[src/rtl/cdsec_pkg.sv]
package cdsec_pkg;
  localparam int unsigned SECTOR_BYTES = 2352;
  localparam int unsigned SYNC_OFFSET  = 12;
  localparam int unsigned HDR_BYTES    = 4;

  // Write address step: low byte first, carry into high byte
  function automatic logic [15:0] wa_step(input logic [15:0] wa);
    logic [7:0] lo;
    logic [7:0] hi;
    lo = wa[7:0] + 8'd1;
    hi = wa[15:8] + {7'd0, (lo == 8'd0)};
    return {hi, lo};
  endfunction

  // Block start: one full sector behind the write address
  function automatic logic [15:0] blk_start(input logic [15:0] wa);
    return wa - 16'(SECTOR_BYTES);
  endfunction
endpackage

[src/rtl/cdsec_wr_path.sv]
module cdsec_wr_path #(
  parameter int unsigned BUF_AW = 10
) (
  input  logic              clk,
  input  logic              rst_n,
  input  logic              in_valid,
  input  logic [7:0]        in_byte,
  input  logic              dec_en,
  input  logic              wr_req,
  input  logic              wa_load,
  input  logic [15:0]       wa_load_val,
  output logic [15:0]       wr_addr,
  output logic              ram_we,
  output logic [BUF_AW-1:0] ram_waddr,
  output logic [7:0]        ram_wdata
);
  import cdsec_pkg::*;

  logic [15:0] wa_q;
  logic        wr_evt;

  assign wr_evt    = in_valid && dec_en && wr_req;
  assign ram_we    = wr_evt;
  assign ram_waddr = wa_q[BUF_AW-1:0];
  assign ram_wdata = in_byte;
  assign wr_addr   = wa_q;

  always_ff @(posedge clk or negedge rst_n) begin
    if (!rst_n) begin
      wa_q <= '0;
    end else if (wa_load) begin
      wa_q <= wa_load_val;
    end else if (wr_evt) begin
      wa_q <= wa_step(wa_q);
    end
  end
endmodule

[src/rtl/cdsec_dec_timer.sv]
module cdsec_dec_timer #(
  parameter int unsigned SLOTS     = 9408,
  parameter int unsigned SLOT_CLKS = 1
) (
  input  logic clk,
  input  logic rst_n,
  input  logic start,
  output logic expire,
  output logic busy
);
  localparam int unsigned CW = (SLOTS > 1) ? $clog2(SLOTS) : 1;

  logic          tick;
  logic [CW-1:0] cnt_q;
  logic          busy_q;

  generate
    if (SLOT_CLKS > 1) begin : g_div
      localparam int unsigned DW = $clog2(SLOT_CLKS);
      logic [DW-1:0] div_q;
      always_ff @(posedge clk or negedge rst_n) begin
        if (!rst_n) begin
          div_q <= '0;
        end else if (start || div_q == DW'(SLOT_CLKS - 1)) begin
          div_q <= '0;
        end else begin
          div_q <= div_q + 1'b1;
        end
      end
      assign tick = (div_q == DW'(SLOT_CLKS - 1));
    end else begin : g_nodiv
      assign tick = 1'b1;
    end
  endgenerate

  always_ff @(posedge clk or negedge rst_n) begin
    if (!rst_n) begin
      busy_q <= 1'b0;
      cnt_q  <= '0;
    end else if (start) begin
      busy_q <= 1'b1;
      cnt_q  <= CW'(SLOTS - 1);
    end else if (busy_q && tick) begin
      if (cnt_q == '0) busy_q <= 1'b0;
      else             cnt_q  <= cnt_q - 1'b1;
    end
  end

  assign expire = busy_q && tick && (cnt_q == '0) && !start;
  assign busy   = busy_q;
endmodule

[src/rtl/cdsec_hdr_unit.sv]
module cdsec_hdr_unit #(
  parameter int unsigned BUF_AW = 10
) (
  input  logic              clk,
  input  logic              rst_n,
  input  logic              fetch_go,
  input  logic              abort,
  input  logic [15:0]       blk_ptr,
  input  logic              mon_we,
  input  logic [1:0]        mon_idx,
  input  logic [7:0]        mon_byte,
  input  logic [7:0]        ram_rdata,
  output logic              ram_re,
  output logic [BUF_AW-1:0] ram_raddr,
  output logic [31:0]       head_bytes,
  output logic              fetch_done
);
  import cdsec_pkg::*;

  localparam logic [2:0] LAST_IDX = 3'(HDR_BYTES);

  logic [3:0][7:0] head_q;
  logic            fetching_q;
  logic [2:0]      idx_q;

  assign ram_re     = fetching_q && (idx_q < LAST_IDX);
  assign ram_raddr  = BUF_AW'(blk_ptr + 16'(idx_q));
  assign fetch_done = fetching_q && (idx_q == LAST_IDX) && !abort;
  assign head_bytes = head_q;

  always_ff @(posedge clk or negedge rst_n) begin
    if (!rst_n) begin
      fetching_q <= 1'b0;
      idx_q      <= '0;
    end else if (abort) begin
      fetching_q <= 1'b0;
      idx_q      <= '0;
    end else if (fetch_go) begin
      fetching_q <= 1'b1;
      idx_q      <= '0;
    end else if (fetching_q) begin
      if (idx_q == LAST_IDX) fetching_q <= 1'b0;
      else                   idx_q      <= idx_q + 3'd1;
    end
  end

  always_ff @(posedge clk or negedge rst_n) begin
    if (!rst_n) begin
      head_q <= '0;
    end else begin
      if (fetching_q && !abort && idx_q != 3'd0) begin
        head_q[2'(idx_q - 3'd1)] <= ram_rdata;
      end
      if (mon_we) begin
        head_q[mon_idx] <= mon_byte;
      end
    end
  end
endmodule

[src/rtl/cdsec_decode_ctrl.sv]
module cdsec_decode_ctrl #(
  parameter int unsigned BUF_AW       = 10,
  parameter int unsigned OFS_W        = 12,
  parameter int unsigned DECODE_SLOTS = 2352 * 4,
  parameter int unsigned SLOT_CLKS    = 1
) (
  input  logic              clk,
  input  logic              rst_n,
  input  logic              in_valid,
  input  logic [7:0]        in_byte,
  input  logic [OFS_W-1:0]  in_offset,
  input  logic              dec_en,
  input  logic              wr_req,
  input  logic              wa_load,
  input  logic [15:0]       wa_load_val,
  output logic [15:0]       wr_addr,
  output logic [15:0]       blk_ptr,
  output logic              ram_we,
  output logic [BUF_AW-1:0] ram_waddr,
  output logic [7:0]        ram_wdata,
  output logic              ram_re,
  output logic [BUF_AW-1:0] ram_raddr,
  input  logic [7:0]        ram_rdata,
  output logic [31:0]       head_bytes,
  output logic              hdr_stale,
  output logic              dec_irq_n,
  output logic              crc_ok
);
  import cdsec_pkg::*;

  localparam logic [OFS_W-1:0] HDR_FIRST = OFS_W'(SYNC_OFFSET);
  localparam logic [OFS_W-1:0] HDR_LAST  = OFS_W'(SYNC_OFFSET + HDR_BYTES - 1);

  logic        sync_evt;
  logic        tmr_start;
  logic        tmr_expire;
  logic        tmr_busy;
  logic        fetch_go;
  logic        fetch_done;
  logic        finish_evt;
  logic        mon_we;
  logic [1:0]  mon_idx;
  logic [15:0] ptr_q;
  logic        stale_q;
  logic        irq_n_q;
  logic        crc_q;

  assign sync_evt   = in_valid && (in_offset == HDR_FIRST);
  assign tmr_start  = sync_evt && dec_en;
  assign fetch_go   = tmr_expire && wr_req;
  assign finish_evt = (tmr_expire && !wr_req) || fetch_done;
  assign mon_we     = in_valid && dec_en && !wr_req &&
                      (in_offset >= HDR_FIRST) && (in_offset <= HDR_LAST);
  assign mon_idx    = 2'(in_offset - HDR_FIRST);

  cdsec_wr_path #(.BUF_AW(BUF_AW)) wr_path_i (
    .clk(clk), .rst_n(rst_n), .in_valid(in_valid), .in_byte(in_byte),
    .dec_en(dec_en), .wr_req(wr_req), .wa_load(wa_load),
    .wa_load_val(wa_load_val), .wr_addr(wr_addr), .ram_we(ram_we),
    .ram_waddr(ram_waddr), .ram_wdata(ram_wdata)
  );

  cdsec_dec_timer #(.SLOTS(DECODE_SLOTS), .SLOT_CLKS(SLOT_CLKS)) timer_i (
    .clk(clk), .rst_n(rst_n), .start(tmr_start), .expire(tmr_expire),
    .busy(tmr_busy)
  );

  cdsec_hdr_unit #(.BUF_AW(BUF_AW)) hdr_i (
    .clk(clk), .rst_n(rst_n), .fetch_go(fetch_go), .abort(tmr_start),
    .blk_ptr(ptr_q), .mon_we(mon_we), .mon_idx(mon_idx), .mon_byte(in_byte),
    .ram_rdata(ram_rdata), .ram_re(ram_re), .ram_raddr(ram_raddr),
    .head_bytes(head_bytes), .fetch_done(fetch_done)
  );

  always_ff @(posedge clk or negedge rst_n) begin
    if (!rst_n) begin
      ptr_q <= '0;
    end else if (sync_evt && dec_en && wr_req) begin
      ptr_q <= blk_start(wr_addr);
    end
  end

  always_ff @(posedge clk or negedge rst_n) begin
    if (!rst_n) begin
      stale_q <= 1'b1;
      irq_n_q <= 1'b1;
      crc_q   <= 1'b0;
    end else if (sync_evt) begin
      stale_q <= 1'b1;
      irq_n_q <= 1'b1;
    end else if (finish_evt) begin
      stale_q <= 1'b0;
      irq_n_q <= 1'b0;
      crc_q   <= 1'b1;
    end
  end

  assign blk_ptr   = ptr_q;
  assign hdr_stale = stale_q;
  assign dec_irq_n = irq_n_q;
  assign crc_ok    = crc_q;
endmodule

[config.mk]
export PLATFORM = sky130hd
export DESIGN_NAME = cdsec_decode_ctrl
export DESIGN_NICKNAME = d
export VERILOG_FILES = /design/src/rtl/cdsec_pkg.sv /design/src/rtl/cdsec_wr_path.sv /design/src/rtl/cdsec_dec_timer.sv /design/src/rtl/cdsec_hdr_unit.sv /design/src/rtl/cdsec_decode_ctrl.sv
export SDC_FILE = /design/constraint.sdc
export NUM_CORES = 1
export LEC_CHECK = 0
export BUFFER_PORTS_ARGS = -buffer_cell sky130_fd_sc_hd__buf_2
export CORE_MARGIN = 2
export CORE_UTILIZATION = 30
export DETAILED_ROUTE_END_ITERATION = 7
export GPL_ROUTABILITY_DRIVEN = 0
export PLACE_DENSITY = 0.62
export SLEW_MARGIN = 40
export SYNTH_ARGS = -nofsm -noshare
export SYNTH_HDL_FRONTEND = slang
export SYNTH_SLANG_ARGS = --single-unit
[constraint.sdc]
create_clock -name clk -period 2.66 [get_ports clk]
set_input_delay 0.798 -clock clk [delete_from_list [all_inputs] [get_ports clk]]
set_output_delay 0.798 -clock clk [all_outputs]
set_load 0.02 [all_outputs]
==> metrics.md, run 1 <==
| Metric | Value |
|---|---|
| Status | `complete, but fails checks` |
| Failing checks | `setup timing` |
| CP Max Fanout | `3` |
| Clk_lat worst skew | `between 0.3 and 0.4 ns` |
| Final worst-path setup slack | `-0.0768 ns` |
| Yosys reg bits | `between 80 and 90` |
| Cells after synthesis | `538` |
| Fin nets | `743` |
| Initial antenna violation count | `0` |
| Maxcap violations | `0` |
| Syn Std Cell Area | `approximately 0.0048 mm2` |
| Gr ovfl total | `0` |
| I/O Buffers | `between 100 and 150` |
| Top-area cell type share of the netlist area | `43.4%` |
| Synth top area cells | `dfrtp_1 (43%), nand2_1 (5.5%), nor2_1 (5.2%), a21oi_1 (4.6%), o21a_1 (4.0%)` |
| GR Util All Layers | `15.3%` |
| Sequential area share after synthesis | `43.9%` |
| Maximum vdd drop | `0.338 mV` |
| Placed Area | `0.00576 mm2` |
| Largest area contributor in the netlist | `dfrtp_1` |
| Final Cycle Share | `103%` |
| Die Span Y | `131 um` |
| Critical Path Sink Type | `output port` |
| Main synth FF type | `dfrtp_1` |
| Routed WL per cell | `14.2 um` |
| Commonest non-fill, non-tap cell in the layout | `buf_2` |
| Vias post-DR | `4193` |
| Drt first pass iters | `4` |
| Rel. slew slack | `54.0%` |
| Critical setup path kind | `reg -> out` |
| Pleak | `3.02 nW` |
| # IOs | `147` |
| Number of enable flip-flop cells after synthesis | `0` |
| Initial DRC count | `approximately 180` |
| DP Cell Count | `878` |
| Syn Nets | `604` |
| Fin area | `roughly 0.0062 mm2` |
| Num CTS Buffers | `9` |
| Rows | `between 40 and 50` |
| Largest net degree at the start of global routing | `37` |
| Commonest non-fill, non-tap cells in the layout | `buf_2 (138), dfrtp_1 (84), nand2_1 (71), nor2_1 (64), a21oi_1 (44)` |
| Synth Area per Inst | `9.01 um2` |
| Endpoints failing setup | `6` |
| Initial core utilization | `30.6%` |
| First-pass GRT wire length | `21100 um` |
| Synth async-reset ratio | `100%` |
| Crit path DAT | `1.94 ns` |
| CTS clk-pin slew, worst paths | `0.06 ns` |
| Startpoint types | `register` |
| Pwr per Cell Area | `502 mW/mm2` |
| Hold Crit Class | `in -> async` |
| Number of global-route vias before repair | `4035` |
| Wirelength, routed | `12700 um` |
| Fmax | `about 370 MHz` |
| CTS tree | `yes` |
| Hold Vio Cnt, Final | `0` |
| Slew @ Worst Pin | `0.684 ns` |
| Post-synthesis cell type count | `53` |
| Vias/cell | `4.67` |
| Placeable Area | `approximately 0.016 mm2` |
| DRC | `0` |
| Layout cell share with drive strength beyond 1 | `31.1%` |
| Setup TNS Final | `-0.129 ns` |
| Sink Count | `85` |
| Layout area overhead | `27.7%` |
| Pre-CTS WS | `0.116 ns` |
| Clk buf depth | `2` |
| Root buffer cell | `clkbuf_16` |
| DIE AREA | `0.0172 mm2` |
| Period minus WS final | `roughly 2.7 ns` |
| WP data required | `around 1.9 ns` |
| Slew Limit Fails | `0` |
| H-tree depth | `3` |
| Worst Skew | `0.00735 ns` |
| Yosys warns | `0` |
| Antenna cell count | `0` |
| Number of hold buffers added after cts | `0` |
| Fin cells | `897` |
| Final antenna-violating net count | `0` |
| Post-DP HPWL | `9640 um` |
| Die width | `131 um` |
| RSZ-0062 raised after global routing | `yes` |
[kinds of logic (layout without fill, tap and decap cells)]
group | after synthesis | in the layout | share of synthesized area, %
AOI/OAI and AO/OA | 112 | 112 | 14.0
xor gates and xnor gates | 39 | 39 | 7.05
adders and majority gates | 16 | 16 | 4.28
buffers and inverters | 63 | 206 | 6.84
DFF | 85 | 85 | 43.9
muxes | 19 | 19 | 4.13
and+or+nand+nor | 204 | 204 | 19.8
[flip-flops by register name, indices dropped and copies added (netlist names)]
register and flops:
crc_ok 1, timer_i.cnt_q 14, hdr_i.head_bytes 32, hdr_i.idx_q 3, wr_path_i.wr_addr 16, blk_ptr 16
hdr_i.fetching_q 1, timer_i.busy 1, dec_irq_n 1
[metal layers]
layer	global-route usage (%)	wire length, um	vias to the layer above
met2	23.2	5610	135
li1	-	-	2112
met1	20.7	5880	1934
met3	5.44	1090	12
met5	0	0	-
met4	4.05	158	0
[area by class of cell]
type	count	area, um2
tap	216	270
fill	1615	9640
timing repair buffer	171	958
inverter	20	75.1
multi-input combinational	390	2440
clock inverter	5	83.8
clock buffer	10	239
sequential	85	2130
[synthesized netlist by cell type, types with 3 or more instances]
library cell,count
mux2_2,8
inv_1,19
buf_4,22
nor4_1,6
a21oi_1,45
or3_1,4
and3_1,5
ha_1,15
dfrtp_1,84
mux2i_1,11
o21a_1,26
nor2_1,67
a31oi_1,3
nand4_1,10
and2_1,3
o31ai_1,5
nand3_1,14
nor3_1,7
a21o_1,4
xnor2_1,21
nand2_1,71
buf_2,3
xor2_1,18
o21ai_0,21
clkbuf_1,15
[what timing repair did]
action | CTS | global route
pin swaps | 4 | 6
buffers inserted | 3 | 1
endpoints found under the setup margin | 7 | 8
resized for setup | 14 | 9
[worst paths after layout]
| check | start | to | slack (ns) | cells after the start |
|---|---|---|---|---|
| worst max register to register | wr_path_i.wr_addr[0] | wr_path_i.wr_addr[14] | 0.23 | 12 |
| worst max-delay path | hdr_i.idx_q[0] | ram_raddr[8] | -0.08 | 8 |
| min in group clk | crc_ok | crc_ok | 0.46 | 1 |
| worst min register to register | crc_ok | crc_ok | 0.46 | 1 |
| max in group asynchronous | rst_n | dec_irq_n | 1.61 | 2 |
| worst min-delay path | rst_n | blk_ptr[13] | 0.42 | 1 |
[through the flow]
stage / power (W) / util, % / hold WS [ns]
3_3_place_gp: 0.00176 / 36.4 / 0.448
6_report: 0.00311 / 39.1 / 0.420
4_1_cts: 0.00315 / 38.8 / 0.429
2_1_floorplan: 0.00161 / - / 0.484
3_5_place_dp: 0.00176 / 36.4 / 0.463
5_1_grt: 0.00326 / 39.1 / 0.447
[critical path, cell delays in order, from the launching register on]
cell	delay, ns
dfrtp_1	0.36
ha_2	0.19
inv_2	0.04
fa_2	0.33
inv_1	0.06
a21o_1	0.16
nand4_1	0.12
xnor2_1	0.17
buf_4	0.16
[power by group]
group | switching (W) | internal (W) | total, W | leakage (nW)
combinational | 0.000220 | 0.000141 | 0.000361 | 1.81
sequential | 0.0000503 | 0.00132 | 0.00137 | 1.06
clock | 0.000528 | 0.000846 | 0.00137 | 0.151
No activity file was read; power rests on OpenSTA's default activity.
==> inputs of run 2 (changes only) <==
--- a/config.mk
+++ b/config.mk
@@ -5,12 +5,13 @@
 export SDC_FILE = /design/constraint.sdc
 export NUM_CORES = 1
 export LEC_CHECK = 0
+export ABC_AREA = 1
 export BUFFER_PORTS_ARGS = -buffer_cell sky130_fd_sc_hd__buf_2
 export CORE_MARGIN = 2
 export CORE_UTILIZATION = 30
 export DETAILED_ROUTE_END_ITERATION = 7
 export GPL_ROUTABILITY_DRIVEN = 0
-export PLACE_DENSITY = 0.62
+export PLACE_DENSITY = 0.61
 export SLEW_MARGIN = 40
 export SYNTH_ARGS = -nofsm -noshare
 export SYNTH_HDL_FRONTEND = slang
==> metrics.md, run 2 <==
| Metric | Value |
|---|---|
| Top-count cell post-synth | `nand2_1` |
| Syn Std Cell Area | `0.00553 mm2 (+14%)` |
| Yosys reg bits | `85 (unchanged)` |
| Wirelength, routed | `16400 um (+29%)` |
| Placed Area | `0.00644 mm2 (+12%)` |
| Synth Area per Inst | `7.13 um2 (-21%)` |
| Critical setup path kind | `reg -> out` |
| Post-synthesis cell type count | `34 (-36%)` |
| Synth async-reset ratio | `100% (unchanged)` |
| Initial antenna violation count | `0 (unchanged)` |
| Fin nets | `983 (+32%)` |
| Pleak | `3.66 nW (+21%)` |
| RSZ-0062 raised after global routing | `yes` |
| Most frequent cell on the critical path | `buf_4` |
| Clock share of power | `31.9% (-12 points)` |
| Num CTS Buffers | `9 (unchanged)` |
| Root buffer cell | `clkbuf_16` |
| First-pass GRT wire length | `26300 um (+25%)` |
| Antenna cell count | `0 (unchanged)` |
| Fmax | `343 MHz (-6.0%)` |
| Vias post-DR | `5512 (+31%)` |
| Family with the most delay on the worst path | `adder cells` |
| Vias/cell | `4.79 (+2.4%)` |
| Maximum vdd drop | `0.315 mV (-6.9%)` |
| Pre-CTS WS | `0.00975 ns (-0.106 ns)` |
| Post-synth top cells | `nand2_1 (231), inv_1 (99), dfrtp_1 (84)` |
| CP Cell Sequence | `ha_4, inv_2, fa_2, nor2_2, o21ai_2, nor3b_2, buf_4, xor2_1, buf_4` |
| Main synth FF type | `dfrtp_1` |
| Endpoints failing setup | `4 (-2)` |
| Routed WL per cell | `14.2 um (+0.22%)` |
| Startpoint types | `register` |
| DP Cell Count | `1126 (+28%)` |
| Initial core utilization | `30.7% (+0.071 points)` |
| Sequential area share after synthesis | `38.5% (-5.4 points)` |
| Crit path buf inv count | `3 (unchanged)` |
| Largest area contributor in the netlist | `dfrtp_1` |
| DIE AREA | `0.0195 mm2 (+14%)` |
| Fin cells | `1151 (+28%)` |
| Crit path DAT | `2.11 ns (+0.17 ns)` |
| Layout area overhead | `24.8%` |
| Gr ovfl total | `0 (unchanged)` |
| Status | `complete, but fails checks` |
| Hold Vio Cnt, Final | `0 (unchanged)` |
| NetSw | `0.00129 W (+62%)` |
| Maxcap violations | `0 (unchanged)` |
| Critical Path Slowest Stage Cell | `dfrtp_2` |
| Pwr per Cell Area | `541 mW/mm2 (+7.8%)` |
| CTS clk-pin slew, worst paths | `0.06 ns (about the same)` |
| Drt first pass iters | `5 (+1)` |
| H-tree depth | `3 (unchanged)` |
| Cells after synthesis | `776 (+44%)` |
| CP Max Fanout | `3 (unchanged)` |
| DRC | `0 (unchanged)` |
| Synth top area cells | `dfrtp_1 (38%), nand2_1 (16%), inv_1 (6.7%), nand3_1 (6.6%), nand4_1 (4.7%)` |
| Die Span Y | `140 um (+6.6%)` |
| Commonest non-fill, non-tap cell in the layout | `nand2_1` |
| Worst Skew | `0.00470 ns (-0.00265 ns)` |
| Number of enable flip-flop cells after synthesis | `0 (unchanged)` |
| WP data required | `1.86 ns (about the same)` |
| Critical Path Sink Type | `output port` |
| Final Cycle Share | `110% (+6.6 points)` |
| Placeable Area | `0.0180 mm2 (+14%)` |
| Failing checks | `setup timing` |
| Number of global-route vias before repair | `5063 (+25%)` |
| I/O Buffers | `146 (unchanged)` |
| Final antenna-violating net count | `0 (unchanged)` |
| Cell internal pwr | `0.00244 W (+5.8%)` |
| # IOs | `147 (unchanged)` |
| Min Hold Slack | `0.357 ns (-0.0627 ns)` |
| Logic pwr share | `25.4% (+14 points)` |
| Syn Nets | `842 (+39%)` |
| CTS tree | `yes` |
| Slew @ Worst Pin | `0.532 ns (-0.151 ns)` |
| Fin area | `0.00690 mm2 (+12%)` |
| Slew Limit Fails | `0 (unchanged)` |
| Sequential power share | `42.8% (-1.3 points)` |
| Worst path max stage delay | `0.39 ns (+0.03 ns)` |
| Yosys warns | `0 (unchanged)` |
| Commonest non-fill, non-tap cells in the layout | `nand2_1 (230), buf_2 (139), inv_1 (98), dfrtp_1 (82), nand3_1 (71)` |
| Initial DRC count | `388 (+110%)` |
| Top-area cell type share of the netlist area | `38.0% (-5.4 points)` |
| Max FFs per register | `32 (unchanged)` |
| Rel. slew slack | `64.4% (+10 points)` |
| Largest net degree at the start of global routing | `42 (+14%)` |
| Setup TNS Final | `-0.584 ns (-0.455 ns)` |
| Layout cell share with drive strength beyond 1 | `25.2% (-6.0 points)` |
| GR Util All Layers | `16.7% (+1.4 points)` |
| Sink Count | `85 (unchanged)` |
| Die width | `140 um (+6.6%)` |
| Clk_lat worst skew | `0.35 ns (about the same)` |
| Switch share | `34.6% (+8.9 points)` |
| Rows | `49 (+6.5%)` |
| Clk buf depth | `2 (unchanged)` |
| Final worst-path setup slack | `-0.253 ns (-0.176 ns)` |
| Hold Crit Class | `in -> async` |
| Post-DP HPWL | `12100 um (+25%)` |
| Period minus WS final | `2.91 ns (+0.176 ns)` |
run 2: changes by cell type after synthesis, sizes merged, moves of 32 or more:
cell   previous run  this run
inv              20       102
nand2            71       236
a21oi            45         8
o21ai            21        57
nand4            11        43
nand3            14        74
run 2: cell families after synthesis:
family                     count (synthesis)  synth area share (%)
AOI/OAI and AO/OA                         79                  7.82
xor gates and xnor gates                  26                  4.12
adders and majority gates                 16                  3.75
buffers and inverters                    148                  12.3
DFF                                       85                  38.5
and+or+nand+nor                          422                  33.6
run 2: power by group through the flow:
stage          registers (W)  clock network (W)  logic, W
2_1_floorplan        0.00166                  0  0.000577
3_3_place_gp         0.00161                  0  0.000917
3_5_place_dp         0.00162                  0  0.000933
4_1_cts              0.00159            0.00123  0.000935
5_1_grt              0.00162            0.00129   0.00108
6_report             0.00160            0.00119  0.000948
run 2: final cells by class:
| type | instances | area [um2] |
|---|---|---|
| sequential | 85 | 2130 |
| fill | 1956 | 11100 |
| inverter | 104 | 390 |
| multi-input combinational | 543 | 2830 |
| clock buffer | 10 | 239 |
| clock inverter | 6 | 38.8 |
| timing repair buffer | 174 | 986 |
| tap | 229 | 287 |
run 2: repair_timing:
action | in CTS | in global routing
hold buffers | 0 | 0
pin swaps | 8 | 12
resized for setup | 14 | 16
setup buffers | 2 | 8
endpoints found under the setup margin | 3 | 9
run 2: path summary, 6_finish.rpt:
| kind | from | endpoint | cells past startpoint | slack (ns) |
|---|---|---|---|---|
| setup / recovery | blk_ptr[0] | ram_raddr[6] | 9 | -0.25 |
| hold / removal | rst_n | hdr_i.head_bytes[30] | 1 | 0.36 |
| setup reg to reg | wr_path_i.wr_addr[1] | wr_path_i.wr_addr[14] | 14 | 0.23 |
| hold reg to reg | crc_ok | crc_ok | 2 | 0.48 |
| max in group asynchronous | rst_n | blk_ptr[0] | 2 | 1.68 |
| min in group clk | crc_ok | crc_ok | 2 | 0.48 |
run 2: stage by stage:
stage / util [%] / total power (W)
2_1_floorplan: - / 0.00224
3_3_place_gp: 35.7 / 0.00253
3_5_place_dp: 35.7 / 0.00255
4_1_cts: 37.7 / 0.00376
5_1_grt: 38.3 / 0.00399
6_report: 38.3 / 0.00374
run 2: routing by layer:
layer	GRT usage, %	vias to the layer above	part of all wire [%]
met5	0	-	0
met4	5.63	0	2.1
met3	2.99	26	5.7
met2	25.5	178	45
met1	23.9	2539	47
li1	-	2769	-
